--- src/rtl/vlmac_pkg.sv ---
package vlmac_pkg;
  localparam int unsigned STEP_W = 3;

  typedef enum logic [1:0] {
    MODE_MUL16 = 2'b00,
    MODE_MAC16 = 2'b01,
    MODE_MUL32 = 2'b10,
    MODE_MAC32 = 2'b11
  } mode_e;

  // cycles from the accepting edge to the done edge
  function automatic logic [STEP_W-1:0] mode_steps(mode_e m);
    case (m)
      MODE_MUL16: return STEP_W'(1);
      MODE_MAC16: return STEP_W'(2);
      default:    return STEP_W'(4);
    endcase
  endfunction

  function automatic logic mode_is_acc(mode_e m);
    return m[0];
  endfunction

  function automatic logic mode_is_wide(mode_e m);
    return m[1];
  endfunction
endpackage

--- src/rtl/vlmac_ctrl.sv ---
module vlmac_ctrl
  import vlmac_pkg::*;
(
  input  logic              clk_i,
  input  logic              rst_ni,
  input  logic              start_i,
  input  mode_e             mode_i,
  output logic              busy_o,
  output logic              done_o,
  output logic              launch_o,
  output logic              last_o,
  output logic [STEP_W-1:0] step_o,
  output mode_e             mode_o
);
  logic              busy_q, done_q;
  logic [STEP_W-1:0] step_q, lim_q;
  mode_e             mode_q;

  assign launch_o = start_i & ~busy_q;
  assign last_o   = busy_q && (step_q == lim_q);

  always_ff @(posedge clk_i or negedge rst_ni) begin
    if (!rst_ni) begin
      busy_q <= 1'b0;
      done_q <= 1'b0;
      step_q <= '0;
      lim_q  <= '0;
      mode_q <= MODE_MUL16;
    end else begin
      done_q <= last_o;
      if (launch_o) begin
        busy_q <= 1'b1;
        step_q <= STEP_W'(1);
        lim_q  <= mode_steps(mode_i);
        mode_q <= mode_i;
      end else if (last_o) begin
        busy_q <= 1'b0;
      end else if (busy_q) begin
        step_q <= step_q + STEP_W'(1);
      end
    end
  end

  assign busy_o = busy_q;
  assign done_o = done_q;
  assign step_o = step_q;
  assign mode_o = mode_q;


  done_single_chk: assert property (@(posedge clk_i) disable iff (!rst_ni)
    done_q |=> !done_q);

  busy_advance_chk: assert property (@(posedge clk_i) disable iff (!rst_ni)
    (busy_q && !last_o) |=> (busy_q && step_q == $past(step_q) + STEP_W'(1)));

  launch_busy_chk: assert property (@(posedge clk_i) disable iff (!rst_ni)
    (start_i && !busy_q) |=> (busy_q && step_q == STEP_W'(1)));

  done_idle_chk: assert property (@(posedge clk_i) disable iff (!rst_ni)
    done_q |-> !busy_q);

  latency_chk: assert property (@(posedge clk_i) disable iff (!rst_ni)
    done_q |-> ($past(step_q) == mode_steps($past(mode_q))));
endmodule

--- src/rtl/vlmac_pp.sv ---
module vlmac_pp
  import vlmac_pkg::*;
#(
  parameter int unsigned HALF_W = 16
) (
  input  logic                clk_i,
  input  logic                rst_ni,
  input  logic                load_i,
  input  logic [2*HALF_W-1:0] a_i,
  input  logic [2*HALF_W-1:0] b_i,
  input  logic                signed_i,
  input  logic                wide_i,
  input  logic [STEP_W-1:0]   step_i,
  output logic [4*HALF_W-1:0] pp_o
);
  localparam int unsigned OP_W   = 2 * HALF_W;
  localparam int unsigned ACC_W  = 4 * HALF_W;
  localparam int unsigned PROD_W = 2 * HALF_W + 2;
  localparam int unsigned SH_W   = $clog2(ACC_W);

  logic [OP_W-1:0] a_q, b_q;
  logic            sgn_q, wide_q;

  always_ff @(posedge clk_i or negedge rst_ni) begin
    if (!rst_ni) begin
      a_q    <= '0;
      b_q    <= '0;
      sgn_q  <= 1'b0;
      wide_q <= 1'b0;
    end else if (load_i) begin
      a_q    <= a_i;
      b_q    <= b_i;
      sgn_q  <= signed_i;
      wide_q <= wide_i;
    end
  end

  // Extend each half by one bit. The top half, or the only half in the
  // 16-bit modes, carries the sign. The low half of a wide operand is
  // always unsigned.
  logic signed [HALF_W:0] a_x [2];
  logic signed [HALF_W:0] b_x [2];

  for (genvar h = 0; h < 2; h++) begin : g_half
    localparam bit TOP = (h == 1);
    logic ext;
    assign ext    = sgn_q & (TOP ? 1'b1 : ~wide_q);
    assign a_x[h] = {ext & a_q[h*HALF_W+HALF_W-1], a_q[h*HALF_W +: HALF_W]};
    assign b_x[h] = {ext & b_q[h*HALF_W+HALF_W-1], b_q[h*HALF_W +: HALF_W]};
  end

  logic signed [HALF_W:0]   xa, xb;
  logic        [SH_W-1:0]   sh;
  logic signed [PROD_W-1:0] prod;
  logic        [ACC_W-1:0]  prod_ext;

  always_comb begin
    xa = '0;
    xb = '0;
    sh = '0;
    case (step_i)
      STEP_W'(1): begin
        xa = a_x[0];
        xb = b_x[0];
      end
      STEP_W'(2): if (wide_q) begin
        xa = a_x[0];
        xb = b_x[1];
        sh = SH_W'(HALF_W);
      end
      STEP_W'(3): if (wide_q) begin
        xa = a_x[1];
        xb = b_x[0];
        sh = SH_W'(HALF_W);
      end
      STEP_W'(4): if (wide_q) begin
        xa = a_x[1];
        xb = b_x[1];
        sh = SH_W'(2 * HALF_W);
      end
      default: ;
    endcase
  end

  assign prod     = PROD_W'(xa) * PROD_W'(xb);
  assign prod_ext = {{(ACC_W - PROD_W){prod[PROD_W-1]}}, prod};
  assign pp_o     = prod_ext << sh;


  narrow_idle_pass_chk: assert property (@(posedge clk_i) disable iff (!rst_ni)
    (!wide_q && step_i == STEP_W'(2)) |-> (pp_o == '0));
endmodule

--- src/rtl/vlmac_acc.sv ---
module vlmac_acc #(
  parameter int unsigned ACC_W = 64
) (
  input  logic             clk_i,
  input  logic             rst_ni,
  input  logic             clear_i,
  input  logic             busy_i,
  input  logic             launch_i,
  input  logic             last_i,
  input  logic             accum_i,
  input  logic [ACC_W-1:0] pp_i,
  output logic [ACC_W-1:0] acc_o
);
  logic [ACC_W-1:0] prod_q, acc_q, base;

  assign base = accum_i ? acc_q : '0;

  always_ff @(posedge clk_i or negedge rst_ni) begin
    if (!rst_ni) begin
      prod_q <= '0;
    end else if (launch_i) begin
      prod_q <= '0;
    end else if (busy_i && !last_i) begin
      prod_q <= prod_q + pp_i;
    end
  end

  // final pass folds the last partial product and the base into one add
  always_ff @(posedge clk_i or negedge rst_ni) begin
    if (!rst_ni) begin
      acc_q <= '0;
    end else if (last_i) begin
      acc_q <= base + prod_q + pp_i;
    end else if (clear_i && !busy_i) begin
      acc_q <= '0;
    end
  end

  assign acc_o = acc_q;


  clear_idle_chk: assert property (@(posedge clk_i) disable iff (!rst_ni)
    (clear_i && !busy_i) |=> (acc_q == '0));

  acc_hold_chk: assert property (@(posedge clk_i) disable iff (!rst_ni)
    (busy_i && !last_i) |=> $stable(acc_q));

  acc_idle_hold_chk: assert property (@(posedge clk_i) disable iff (!rst_ni)
    (!busy_i && !clear_i) |=> $stable(acc_q));
endmodule

--- src/rtl/vlmac_top.sv ---
module vlmac_top
  import vlmac_pkg::*;
#(
  parameter int unsigned HALF_W = 16
) (
  input  logic                clk_i,
  input  logic                rst_ni,
  input  logic                start_i,
  input  logic [1:0]          mode_i,
  input  logic                signed_i,
  input  logic [2*HALF_W-1:0] a_i,
  input  logic [2*HALF_W-1:0] b_i,
  input  logic                clear_i,
  output logic                busy_o,
  output logic                done_o,
  output logic [2*HALF_W-1:0] acc_hi_o,
  output logic [2*HALF_W-1:0] acc_lo_o
);
  localparam int unsigned OP_W  = 2 * HALF_W;
  localparam int unsigned ACC_W = 4 * HALF_W;

  mode_e             mode_in, mode_q;
  logic              launch, last, busy;
  logic [STEP_W-1:0] step;
  logic [ACC_W-1:0]  pp, acc;

  assign mode_in = mode_e'(mode_i);

  vlmac_ctrl u_ctrl (
    .clk_i    (clk_i),
    .rst_ni   (rst_ni),
    .start_i  (start_i),
    .mode_i   (mode_in),
    .busy_o   (busy),
    .done_o   (done_o),
    .launch_o (launch),
    .last_o   (last),
    .step_o   (step),
    .mode_o   (mode_q)
  );

  vlmac_pp #(.HALF_W(HALF_W)) u_pp (
    .clk_i    (clk_i),
    .rst_ni   (rst_ni),
    .load_i   (launch),
    .a_i      (a_i),
    .b_i      (b_i),
    .signed_i (signed_i),
    .wide_i   (mode_is_wide(mode_in)),
    .step_i   (step),
    .pp_o     (pp)
  );

  vlmac_acc #(.ACC_W(ACC_W)) u_acc (
    .clk_i    (clk_i),
    .rst_ni   (rst_ni),
    .clear_i  (clear_i),
    .busy_i   (busy),
    .launch_i (launch),
    .last_i   (last),
    .accum_i  (mode_is_acc(mode_q)),
    .pp_i     (pp),
    .acc_o    (acc)
  );

  assign busy_o   = busy;
  assign acc_hi_o = acc[ACC_W-1:OP_W];
  assign acc_lo_o = acc[OP_W-1:0];
endmodule

--- config.mk ---
export PLATFORM = sky130hd
export DESIGN_NAME = vlmac_top
export DESIGN_NICKNAME = d
export VERILOG_FILES = /design/src/rtl/vlmac_pkg.sv /design/src/rtl/vlmac_ctrl.sv /design/src/rtl/vlmac_pp.sv /design/src/rtl/vlmac_acc.sv /design/src/rtl/vlmac_top.sv
export SDC_FILE = /design/constraint.sdc
export NUM_CORES = 2
export LEC_CHECK = 0
export CAP_MARGIN = 0
export CORE_MARGIN = 3
export CORE_UTILIZATION = 63
export DETAILED_ROUTE_END_ITERATION = 16
export PLACE_DENSITY = 0.83
export SLEW_MARGIN = 10
export SYNTH_ARGS = -nofsm -noshare
export SYNTH_HDL_FRONTEND = slang
export SYNTH_SLANG_ARGS = --single-unit
--- constraint.sdc ---
create_clock -name clk_i -period 13.3 [get_ports clk_i]
set_input_delay 1.33 -clock clk_i [delete_from_list [all_inputs] [get_ports clk_i]]
set_output_delay 1.33 -clock clk_i [all_outputs]
set_load 0.01 [all_outputs]
# Word level (Yosys, flattened, before mapping)
# Index checks and enable logic that the tools add are counted.
# Widths: inputs -> output; s select.
# classes
n_addsub,4
multipliers,1
n_eq_ne,7
shifts,1
muxes,20
bitwise_logic,8
n_reduce_logical,14
# ops
operator,n
$mux 64,5
$add 64x64->64,3
$pmux 17 s3,2
$mux 17,4
$shl 64x6->64,1
$mul 17x17->34,1
$pmux 6 s2,1
$mux 3,3
$reduce_bool 2->1,4
$and 1x1->1,6
$eq 3x2->1 const B,2
$mux 6,1
$pmux 3 s2,1
$reduce_or 2->1,3
$mux 5,1
$add 3x1->3 const B,1
$eq 3x1->1 const B,1
$eq 3x3->1,1
$eq 3x3->1 const B,1
$logic_and 1x1->1,3
$eq 2x1->1 const B,1
$logic_not 1->1,2
$logic_not 2->1,1
$mux 1,2
other kinds (3),4
# word_totals
ff_bits,203
input_bits,71
out_inout_bits,66
word_cells,66

# Longest topological paths before layout
# logic_depth
ltp_word,10
mapped_depth,49
mapped_depth_nobuf,45

# By module
# Synthesis repeated with hierarchy kept, for this count alone.
# hier_totals
cells_unflattened,3288
area_unflattened_um2,28711.3
# modules_own_cells
mod,n_inst,cells_each,area_each_um2,seq_area_each_um2
vlmac_pp,1,1549,14372.5,1651.6
vlmac_acc,1,1692,13873.3,3203.1
vlmac_ctrl,1,47,465.4,250.2

# Worst setup path after synthesis
# Ideal clock, no wire load.
# synth_timing
kind,reg2reg
startpoint,reg u_ctrl.step_q[0] (netlist: u_ctrl.step_o[0])
endpoint,reg u_acc.acc_q[57] (netlist: u_acc.acc_o[57])
setup_time_ps,133
arrival_time_ps,10633
required_ps,13167
slack_ps,2534
stages_incl_launch_ff,46
n_path_buf,4
period_less_slack_ps,10766
path_cell_list,dfrtp_1 inv_1 ha_1 nor2b_1 a21oi_1 nor2b_1 clkbuf_1 buf_1 a22o_1 clkbuf_1 nand2_1 fa_1 inv_1 fa_1 fa_1 fa_1 fa_1 inv_1 [... 10 more ...] o22ai_1 xnor2_1 a21oi_1 nor2_1 fa_1 ha_1 clkbuf_1 a21o_1 a21o_1 a21oi_1 o21ai_0 a221oi_1 a21boi_1 o21ai_0 a221o_1 a41oi_1 xor2_1 o21ai_0
# synth_between
elab_chain_len,7
elab_cells_between_ends,17
classes_between,add/sub (1); mul (1); eq/ne (5); shift (1); mux (4); reduce/logical (5)
# synth_lines
element,line_no,source
from (decl),vlmac_ctrl.sv:16,"logic [STEP_W-1:0] step_q, lim_q;"
from (signal assigned),vlmac_ctrl.sv:39,step_q <= step_q + STEP_W'(1);
$eq 3x2->1 or $eq 3x3->1 (tied branches),vlmac_pp.sv:61,case (step_i)
$reduce_or 2->1 (no line),-,
$pmux 17 s3,vlmac_pp.sv:61,
$mul 17x17->34,vlmac_pp.sv:85,assign prod = PROD_W'(xa) * PROD_W'(xb);
$shl 64x6->64,vlmac_pp.sv:87,assign pp_o = prod_ext << sh;
$add 64x64->64,vlmac_acc.sv:33,acc_q <= base + prod_q + pp_i;
$mux 64,vlmac_acc.sv:32,end else if (last_i) begin
to (signal assigned),vlmac_acc.sv:33,
to (decl),vlmac_acc.sv:14,"logic [ACC_W-1:0] prod_q, acc_q, base;"
# Parallel ways exist; a longest one is shown, timed or not.
# A chain may end at the register's enable or synchronous reset.

# Worst setup path after layout
# layout_timing
startpoint,reg u_ctrl.step_q[0] (netlist: u_ctrl.step_o[0])
endpoint,reg u_acc.acc_q[63] (netlist: u_acc.acc_o[63])
# The elaborated chain is that of the path after synthesis.

==> metrics.yaml <==
global_route:
  grt_overflow: 0
  grt_usage_pct: 37.65
  grt_pass1_vias: 25600
  grt_first_pass_wirelength_mm: 140.9
  grt_max_degree: 89
  antenna_found_initial: 0
clock_network:
  cts_resized: 0
  clkSlewWorstSetupHoldPaths_ns: 0.06
  insertion_delay_ns: 0.59
  h-tree-depth: 1
  cts_tree: "yes"
  postCtsSetupBuffers: 0
  clkSinkCount: 203
  clk_path_buf_depth: 3
  cts_root_buffer: "clkbuf_16"
  numCtsBuffers: 27
  ctsHoldBuffers: 0
finish:
  final_cell_mix: "nand2_1, inv_1, fa_1"
  drive_above_1_share_pct: 3.682
  final_common_cell: "nand2_1"
  n_antenna_cell: 0
  final_cells: 4034
  syn_to_final_growth_pct: 9.926
  layout.nets: 4075
pwr:
  power_frac_seq_pct: 13.2
  pwr-share-comb_pct: 77.4
  p_clk_share_pct: 9.4
  switching_share_pct: 57.20
  p_int_mw: 3.633
  switchingPower_mw: 4.855
  powerDensity_mw_per_mm2: 273.5
  p_leak_nw: 15.74
  ir_drop_v: 0.0002732
timing:
  layout_min_cycle_time_ns: 12.48
  fin_crit_sh_pct: 93.86
  max_freq_mhz: 80.11
  rsz0062_at_grt: "no"
  slew_headroom_pct: 13.28
  final_max_slew_viol_count: 0
  worst_pin_slew_ns: 1.301
  setup_tns_ns: 0
  finClkSkew_ns: 0.01882
  hold_viol_final: 0
  finalSetupViolCount: 0
setup_path:
  crit_arrival_ns: 12.95
  worstSetupPathType: "reg -> reg"
  cp_common_cell: "fa_1"
  slowest_delay_ns: 0.79
  start_kind: "flop"
  crit_path_top_delay_cell: "a22o_1"
  crit_required_ns: 13.77
  path_delay_family: "compound AO/OA/AOI/OAI gates"
  cp_max_fo: 28
  crit_buf_inv: 3
  endpoint_kind: "flop"
route:
  wirelength_mm: 86.92
  wl_per_cell_um: 21.55
  vias: 24990
  drtIter0Drc: 2494
  drt-vias-per-instance: 6.195
  first_pass_iters: 7
  ant_nets: 0
  post-route-drc-count: 0
floorplan:
  num_rows: 76
  start_util_pct: 64.69
  die_x_um: 217.7
  core_mm2: 0.04365
  ios: 137
  die_y_um: 217.7
  die_area_mm2: 0.04740
place:
  hpwlAfterDp_mm: 69.77
  gp_congestion: 1.005
  portBuffers: 136
  place_inst: 3984
logic_synthesis:
  avgSynthCellArea_um2: 8.369
  async_flop_share_pct: 100.0
  syn_inst: 3374
  netlist-cell-type-count: 79
  synth-seq-cells: 203
  synth-seq-area-share_pct: 17.99
  synth_warnings: 0
  synth-edff-count: 0
  synth_ff_type: "dfrtp_1"
  synth_area_mm2: 0.02824
  syn_nets: 4021
worst_hold_path:
  holdCritPathClass: "reg -> reg"
status:
  status: "finished clean"
run:
  maxCapViolations: 0
==> cell type report <==
cell class / count / area, µm²
clock buffers: 37 / 763.2
clock inverters: 13 / 191.4
fillers: 3440 / 12610
well taps: 585 / 732.0
multi-input cells: 2559 / 20890
inverters: 465 / 1745
repair buffers: 172 / 1635
flip-flops and latches: 203 / 5080
==> synthesized netlist by cell type, types with 7 or more instances <==
library cell  count  share of area [%]
nand2_1         531                7.1
inv_1           465                6.2
fa_1            361                 26
nor2_1          269                3.6
ha_1            215                9.5
dfrtp_1         203                 18
o21ai_0         191                3.4
a21oi_1         188                3.3
clkbuf_1        135                1.8
a21o_1           96                2.6
xnor2_1          94                2.9
nand3_1          78                1.4
xor2_1           70                2.2
and2_1           47                1.0
a22o_1           41                1.3
a22oi_1          32               0.85
nand4_1          32               0.71
o21bai_1         24               0.64
o22ai_1          24               0.53
and3_1           22               0.49
nor2b_1          19               0.42
nor3_1           19               0.34
o21a_1           16               0.43
a211oi_1         13               0.35
a31oi_1          13               0.29
nand2b_1         13               0.29
o31ai_1          12               0.32
o211ai_1         11               0.29
buf_1            10               0.13
o221ai_1         10               0.31
or2_2             9               0.20
a221oi_1          8               0.25
a21boi_0          7               0.19
==> flip-flops by register name, summed over array words and instances, names as in the netlist <==
register         flops
u_acc.acc_o         64
u_acc.prod_q        64
u_ctrl.busy_o        1
u_ctrl.done_o        1
u_ctrl.lim_q         3
u_ctrl.mode_o        1
u_ctrl.step_o        3
u_pp.a_q            32
u_pp.b_q            32
u_pp.g_half.ext      1
u_pp.wide_q          1
==> stage by stage <==
step	hold WS, ns	cell area (µm²)	setup slack [ns]	utilization [%]	total power [mW]
after floorplan	0.4461	28240	2.534	-	5.523
after global placement	0.4680	30080	1.270	68.93	7.297
after detailed placement	0.4795	30080	1.006	68.93	7.409
after CTS	0.4962	31040	0.9476	71.11	8.334
after global routing	0.5462	31040	0.1536	71.11	9.167
final	0.4972	31040	0.8173	71.11	8.488
==> layer usage <==
layer / GRT usage, % / vias to the layer above / part of all wire, %
met4: 16.24 / 0 / 5.1
met5: 0 / - / 0
met1: 50.79 / 12340 / 40
met3: 5.754 / 264 / 7.8
li1: - / 11200 / -
met2: 61.06 / 1182 / 47
==> kinds of logic after synthesis <==
group                      after synthesis  share of synthesized area (%)
xor gates and xnor gates               164                          5.087
DFF                                    203                          17.99
adders and majority gates              576                          35.12
and+or+nand+nor                       1064                          16.17
muxes                                    5                         0.1773
AOI/OAI and AO/OA                      750                          17.29
buffers and inverters                  612                          8.167
==> power by group through the flow <==
stage          combinational [mW]  sequential (mW)  clock, mW
2_1_floorplan                4.48             1.04          0
4_1_cts                      6.42             1.11      0.805
3_3_place_gp                 6.19             1.11          0
6_report                     6.57             1.12      0.796
5_1_grt                      7.19             1.15      0.831
3_5_place_dp                 6.30             1.11          0
==> worst paths after layout <==
check,from,endpoint,slack [ns],cells after the start
worst max-delay path,u_ctrl.step_o[0],u_acc.acc_o[63],0.82,40
worst min-delay path,u_pp.b_q[0],u_pp.b_q[0],0.50,2
worst max register to register,u_ctrl.step_o[0],u_acc.acc_o[63],0.82,40
worst min register to register,u_pp.b_q[0],u_pp.b_q[0],0.50,2
max in group asynchronous,rst_ni,u_acc.acc_o[44],11.13,2
min in group asynchronous,rst_ni,u_pp.b_q[28],0.79,1
==> worst register-to-register path: cells and delay by family (launching register included) <==
family / cells / cell delay [ns]
compound gates: 17 / 5.21
fa+ha+maj: 11 / 4.79
simple gates: 8 / 1.66
flops: 1 / 0.45
buf+inv: 3 / 0.15
xor+xnor: 1 / 0.14
Power figures use the tool's default switching activity.
